`config.mk`:
```
export PLATFORM = sky130hd
export DESIGN_NAME = sr_exit_seq
export DESIGN_NICKNAME = d
export VERILOG_FILES = /design/src/rtl/sr_exit_pkg.sv /design/src/rtl/sr_exit_timer.sv /design/src/rtl/sr_exit_dp.sv /design/src/rtl/sr_exit_ctrl.sv /design/src/rtl/sr_exit_seq.sv
export SDC_FILE = /design/constraint.sdc
export NUM_CORES = 1
export LEC_CHECK = 0
export ABC_AREA = 0
export ABC_CLOCK_PERIOD_IN_PS = 1450
export BUFFER_PORTS_ARGS = -buffer_cell sky130_fd_sc_hd__buf_4
export CAP_MARGIN = 20
export CORE_UTILIZATION = 47
export CTS_CLUSTER_DIAMETER = 80
export DETAILED_ROUTE_END_ITERATION = 10
export GPL_TIMING_DRIVEN = 0
export PLACE_DENSITY = 0.72
export SETUP_SLACK_MARGIN = 0.15
export SYNTH_ARGS = -nofsm -noshare
export SYNTH_HDL_FRONTEND = slang
export SYNTH_SLANG_ARGS = --single-unit
```
`constraint.sdc`:
```
create_clock -name clk -period 1.45 [get_ports clk]
set_input_delay 0.145 -clock clk [delete_from_list [all_inputs] [get_ports clk]]
set_output_delay 0.145 -clock clk [all_outputs]
set_load 0.01 [all_outputs]
```
`src/rtl/sr_exit_pkg.sv`:
```
package sr_exit_pkg;

  typedef enum logic {
    ST_SLEEP = 1'b0,
    ST_AWAKE = 1'b1
  } srxState_t;

  // strobes from control to the timer datapath
  typedef struct packed {
    logic countEn;   // exit windows run while set, reload while clear
    logic rfcLoad;   // start a tRFC recovery window
  } srxStrobe_t;

  typedef struct packed {
    logic csN;
    logic rasN;
    logic casN;
    logic weN;
  } ddrCmd_t;

  localparam ddrCmd_t CMD_NOP      = '{csN: 1'b0, rasN: 1'b1, casN: 1'b1, weN: 1'b1};
  localparam ddrCmd_t CMD_DESELECT = '{csN: 1'b1, rasN: 1'b1, casN: 1'b1, weN: 1'b1};
  localparam ddrCmd_t CMD_SR_ENTER = '{csN: 1'b0, rasN: 1'b0, casN: 1'b0, weN: 1'b1};

endpackage

```
`src/rtl/sr_exit_timer.sv`:
```
module sr_exit_timer #(
  parameter int LEN        = 8,
  parameter bit START_FULL = 1'b1
) (
  input  logic clk,
  input  logic rstN,
  input  logic load,
  input  logic dec,
  output logic zero
);
  localparam int W = $clog2(LEN + 1);
  localparam logic [W-1:0] FULL = W'(LEN);

  logic [W-1:0] cnt;

  always_ff @(posedge clk or negedge rstN) begin
    if (!rstN) begin
      cnt <= START_FULL ? FULL : '0;
    end else if (load) begin
      cnt <= FULL;
    end else if (dec && (cnt != '0)) begin
      cnt <= cnt - 1'b1;
    end
  end

  assign zero = (cnt == '0);
endmodule

```
`src/rtl/sr_exit_dp.sv`:
```
module sr_exit_dp
  import sr_exit_pkg::*;
#(
  parameter int XSNR_CYC = 8,
  parameter int XSRD_CYC = 20,
  parameter int RFC_CYC  = 6
) (
  input  logic       clk,
  input  logic       rstN,
  input  srxStrobe_t strb,
  output logic       xsnrDone,
  output logic       xsrdDone,
  output logic       rfcBusy
);
  localparam int NUM_WIN = 2;
  localparam int WIN_LEN [NUM_WIN] = '{XSNR_CYC, XSRD_CYC};

  logic [NUM_WIN-1:0] winZero;
  logic               rfcZero;

  // both exit windows: held full while asleep, count down once awake
  for (genvar g = 0; g < NUM_WIN; g++) begin : g_win
    sr_exit_timer #(.LEN(WIN_LEN[g]), .START_FULL(1'b1)) u_win (
      .clk  (clk),
      .rstN (rstN),
      .load (!strb.countEn),
      .dec  (strb.countEn),
      .zero (winZero[g])
    );
  end

  sr_exit_timer #(.LEN(RFC_CYC), .START_FULL(1'b0)) u_rfc (
    .clk  (clk),
    .rstN (rstN),
    .load (strb.rfcLoad),
    .dec  (1'b1),
    .zero (rfcZero)
  );

  assign xsnrDone = winZero[0];
  assign xsrdDone = winZero[1];
  assign rfcBusy  = !rfcZero;
endmodule

```
`src/rtl/sr_exit_ctrl.sv`:
```
module sr_exit_ctrl
  import sr_exit_pkg::*;
#(
  parameter bit IDLE_DESELECT = 1'b0
) (
  input  logic       clk,
  input  logic       rstN,
  input  logic       exitReq,
  input  logic       clkStable,
  input  logic       reentryReq,
  input  logic       refIssued,
  input  logic       xsnrDone,
  input  logic       xsrdDone,
  input  logic       rfcBusy,
  output srxStrobe_t strb,
  output logic       ckeOut,
  output logic       odtAllow,
  output logic       cmdReady,
  output logic       refPending,
  output logic       reentryErr,
  output ddrCmd_t    cmdOut
);
  srxState_t state;
  logic      awaitRef;
  logic      entryCyc;
  logic      awake;
  logic      exitGo;
  logic      refAccept;
  logic      reenterOk;
  ddrCmd_t   idleCmd;

  if (IDLE_DESELECT) begin : g_idle_desel
    assign idleCmd = CMD_DESELECT;
  end else begin : g_idle_nop
    assign idleCmd = CMD_NOP;
  end

  assign awake      = (state == ST_AWAKE);
  assign cmdReady   = awake && xsnrDone;
  assign odtAllow   = awake && xsrdDone;
  assign refPending = awaitRef || rfcBusy;
  assign exitGo     = !awake && exitReq && clkStable;
  assign refAccept  = refIssued && cmdReady && !rfcBusy;
  assign reenterOk  = reentryReq && cmdReady && !refPending;

  always_comb begin
    strb         = '0;
    strb.countEn = awake;
    strb.rfcLoad = refAccept;
  end

  always_ff @(posedge clk or negedge rstN) begin
    if (!rstN) begin
      state      <= ST_SLEEP;
      awaitRef   <= 1'b0;
      entryCyc   <= 1'b0;
      reentryErr <= 1'b0;
    end else begin
      entryCyc   <= reenterOk;
      reentryErr <= reentryReq && !reenterOk;
      if (exitGo) begin
        state    <= ST_AWAKE;
        awaitRef <= 1'b1;
      end else if (reenterOk) begin
        state    <= ST_SLEEP;
      end
      if (refAccept) begin
        awaitRef <= 1'b0;
      end
    end
  end

  assign ckeOut = awake;
  assign cmdOut = entryCyc ? CMD_SR_ENTER : idleCmd;
endmodule

```
`src/rtl/sr_exit_seq.sv`:
```
module sr_exit_seq
  import sr_exit_pkg::*;
#(
  parameter int XSNR_CYC      = 8,
  parameter int XSRD_CYC      = 20,
  parameter int RFC_CYC       = 6,
  parameter bit IDLE_DESELECT = 1'b0
) (
  input  logic clk,
  input  logic rstN,
  input  logic exitReq,
  input  logic clkStable,
  input  logic reentryReq,
  input  logic refIssued,
  output logic ckeOut,
  output logic odtAllow,
  output logic csN,
  output logic rasN,
  output logic casN,
  output logic weN,
  output logic cmdReady,
  output logic refPending,
  output logic reentryErr
);
  srxStrobe_t strb;
  ddrCmd_t    cmdOut;
  logic       xsnrDone;
  logic       xsrdDone;
  logic       rfcBusy;

  sr_exit_ctrl #(.IDLE_DESELECT(IDLE_DESELECT)) u_ctrl (
    .clk        (clk),
    .rstN       (rstN),
    .exitReq    (exitReq),
    .clkStable  (clkStable),
    .reentryReq (reentryReq),
    .refIssued  (refIssued),
    .xsnrDone   (xsnrDone),
    .xsrdDone   (xsrdDone),
    .rfcBusy    (rfcBusy),
    .strb       (strb),
    .ckeOut     (ckeOut),
    .odtAllow   (odtAllow),
    .cmdReady   (cmdReady),
    .refPending (refPending),
    .reentryErr (reentryErr),
    .cmdOut     (cmdOut)
  );

  sr_exit_dp #(
    .XSNR_CYC (XSNR_CYC),
    .XSRD_CYC (XSRD_CYC),
    .RFC_CYC  (RFC_CYC)
  ) u_dp (
    .clk      (clk),
    .rstN     (rstN),
    .strb     (strb),
    .xsnrDone (xsnrDone),
    .xsrdDone (xsrdDone),
    .rfcBusy  (rfcBusy)
  );

  assign csN  = cmdOut.csN;
  assign rasN = cmdOut.rasN;
  assign casN = cmdOut.casN;
  assign weN  = cmdOut.weN;
endmodule

```
==> key figures <==
Global routing
  – Aggregate global-route resource usage: between 20% and 30%
  – Largest net degree at the start of global routing: 17
  – First-pass GRT wire length: between 2000 and 3000 µm
  – Total grt overflow: 0
  – Number of global-route vias before repair: 700
  – Initial antenna violation count: 0

Floorplanning
  – # IOs: 15
  – Core footprint: 1560 µm²
  – Row count: 14
  – Die Width: 43.5 µm
  – Full die area: about 1900 µm²
  – Initial core utilization: 51.9%
  – Die H: approximately 44 µm

Route
  – First-pass detailed-route iteration total: 4
  – DR iter-0 viols: 9
  – Total number of vias: ~670
  – Drt wl/cell: around 13 µm
  – Drt drc: 0
  – DRT Wirelength: around 1700 µm
  – Final ANT Viol Nets: 0
  – Vias per cell: 5.21

Placement
  – Setup WS pre-CTS: -163 ps
  – Placer Congestion: 0.700
  – Port Buf Inserts: 12
  – DP Area: slightly below 1000 µm²

Critical path
  – Crit path kind: flip-flop to output pin
  – Worst EP required: about 1300 ps
  – CP Max Fanout: 2
  – Worst R2R Setup Slack: -190 ps
  – FF-to-FF End: u_dp.g_win[1].u_win.cnt[0]
  – Worst EP arrival: 1680 ps
  – Startpoint Class: flip-flop
  – R2R Path Start: u_dp.g_win[1].u_win.cnt[0]
  – Worst reg-to-reg path cell count: 7
  – Worst Setup End Kind: output pin

Pwr
  – Power Dens Cells: roughly 2100 nW/µm²
  – Power Total: around 2600 µW
  – Peak VDD IR: roughly 0.0015 V
  – Leak: 0.000578 µW

Clocking
  – H-Tree Depth: 1
  – TritonCTS clock tree: built
  – Root buffer cell: clkbuf_4
  – TritonCTS Buffers: 3
  – Clock slew at reported path FFs: roughly 90 ps
  – CTS max path bufs: 2
  – CTS Sinks: 16
  – Clk_lat worst skew: 280 ps

Outcome
  – Status: finished, violations left
  – Failing checks: negative setup slack

STA
  – Fin. Hold Viols: 0
  – Clk_skew: 2.43 ps
  – Max-slew violation count: 0
  – Minimum clock period after layout: ~1800 ps
  – RSZ-0062 raised after global routing: true
  – Setup violations, final: 11
  – Fmax: ~550 MHz
  – Setup_tns: -1260 ps
  – Period utilization: 126%
  – Final worst slack: -371 ps

Min path
  – Hold Crit Class: input pin to flip-flop
  – Hold depth: 2
  – Min-delay src: reentryReq
  – Hold endpoint: u_ctrl.reentryErr

Yosys
  – Post-Syn Instances: 82
  – Mapped Area: between 800 and 900 µm²
  – Post-synth EDFFs: 0
  – #FFs+latches synth: 16
  – Main synth FF type: dfrtp_1
  – Asr flop ratio synth: 100%
  – Syn_nets: between 90 and 100
  – Synth warn: 0
  – Post-synthesis sequential area ratio: about half
  – Yosys cell types: 33
  – Mapped Avg Cell Area: 9.87 µm²

Layout
  – NumNets Final: approximately 120
  – Layout cell share with drive strength beyond 1: a little under three fifths
  – Utilization after layout: between 70% and 80%
  – Synthesis-to-finish area growth: 50.4%
  – Design area: 1220 µm²
  – Diode count: 0
  – Fill cell count: around 100

Job
  – Max Cap Violations: 0
[state kept, by name (all words and copies together), names as in the netlist]
| register | cells |
|---|---|
| u_dp.u_rfc.cnt | 3 |
| u_dp.g_win.u_win.cnt | 9 |
| u_ctrl.entryCyc | 1 |
| u_ctrl.reentryErr | 1 |
| u_ctrl.ckeOut | 1 |
| u_ctrl.awaitRef | 1 |
[per-layer routing]
layer / GRT usage, % / up-vias / wire length [µm]
met2: 38.5 / 10 / 892
met1: 26.0 / 331 / 773
met3: 2.50 / 2 / 39
met5: 0 / - / 0
met4: 15.0 / 0 / 18
li1: - / 329 / -
[where the power goes]
group          total (µW)  switching, µW  internal [µW]
clock network         292            140            153
registers             852            171            681
logic                1420            600            823
[metrics by stage]
stage	instances	hold WS, ps
final	129	121
after global routing	129	134
after CTS	126	121
after detailed placement	110	15.8
after global placement	110	12.6
after floorplan	82	-151
[cell families (layout without fill, tap and decap cells)]
logic type / count (synthesis) / after routing / share of synthesized area [%]
adder cells (fa/ha/maj): 4 / 4 / 6.18
multiplexers: 3 / 3 / 4.02
flip-flops: 16 / 16 / 49.9
AO/OA/AOI/OAI: 13 / 13 / 11.1
other: 2 / 2 / 0.928
AND/OR/NAND/NOR: 29 / 29 / 19.2
buffers and inverters: 15 / 46 / 8.65
[worst max-delay path, stage by stage, from the launching register on]
cell     delay (ps)
dfrtp_1         390
inv_1            60
ha_2            170
or4b_4          450
buf_6           140
nor2_4           70
buf_6           110
[layout by cell type (no fill, tap or decap), types with 2 or more instances in the layout]
cell type   n
buf_4      24
dfrtp_1    13
ha_4        2
dfstp_2     3
inv_1       5
buf_6       7
nand2b_1    2
a21oi_2     2
inv_2       4
o21ai_1     2
nor2_1      3
nor2_4      2
conb_1      2
clkbuf_4    3
nand2_1     7
[cell usage after synthesis, types with 2 or more instances]
cell | n | area [µm²]
a21oi_1 | 3 | 15.0
and3_1 | 2 | 12.5
buf_2 | 2 | 10.0
buf_4 | 3 | 22.5
conb_1 | 2 | 7.51
dfrtp_1 | 13 | 325
dfstp_2 | 3 | 78.8
ha_1 | 4 | 50.1
inv_1 | 9 | 33.8
mux2_2 | 2 | 22.5
nand2_1 | 8 | 30.0
nand2b_1 | 2 | 12.5
nor2_1 | 6 | 22.5
nor3_1 | 2 | 10.0
nor3b_1 | 2 | 15.0
o21ai_0 | 2 | 10.0
[timing repair]
action,4_1_cts,5_1_grt
hold buffers,1,0
resized for setup,21,4
buffers inserted,11,3
endpoints found under the hold margin,16,0
gates cloned,0,0
pin swaps,6,2
endpoints found under the setup margin,15,16
[final cells by class]
| cell class | count | area, µm² | area share (%) |
|---|---|---|---|
| Multi-Input combinational cell | 51 | 450 | 37.0 |
| Sequential cell | 16 | 404 | 33.2 |
| Timing Repair Buffer | 27 | 228 | 18.7 |
| Buffer | 5 | 41.3 | 3.39 |
| Inverter | 10 | 37.5 | 3.08 |
| Clock buffer | 4 | 36.3 | 2.98 |
| Tap cell | 16 | 20.0 | 1.64 |
[worst max path at each step]
| stage | start | endpoint | slack (ps) | depth (start not counted) |
|---|---|---|---|---|
| 2_1_floorplan | u_dp.g_win[1].u_win.cnt[0] | u_dp.g_win[1].u_win.cnt[0] | -30 | 6 |
| 3_3_place_gp | u_dp.g_win[1].u_win.cnt[0] | odtAllow | -140 | 6 |
| 3_5_place_dp | u_dp.g_win[1].u_win.cnt[0] | odtAllow | -160 | 6 |
| 4_1_cts | u_dp.g_win[1].u_win.cnt[0] | odtAllow | -380 | 6 |
| 5_1_grt | u_dp.g_win[1].u_win.cnt[1] | odtAllow | -440 | 6 |
| 6_report | u_dp.g_win[1].u_win.cnt[0] | odtAllow | -370 | 6 |
Power figures use the tool's default switching activity.
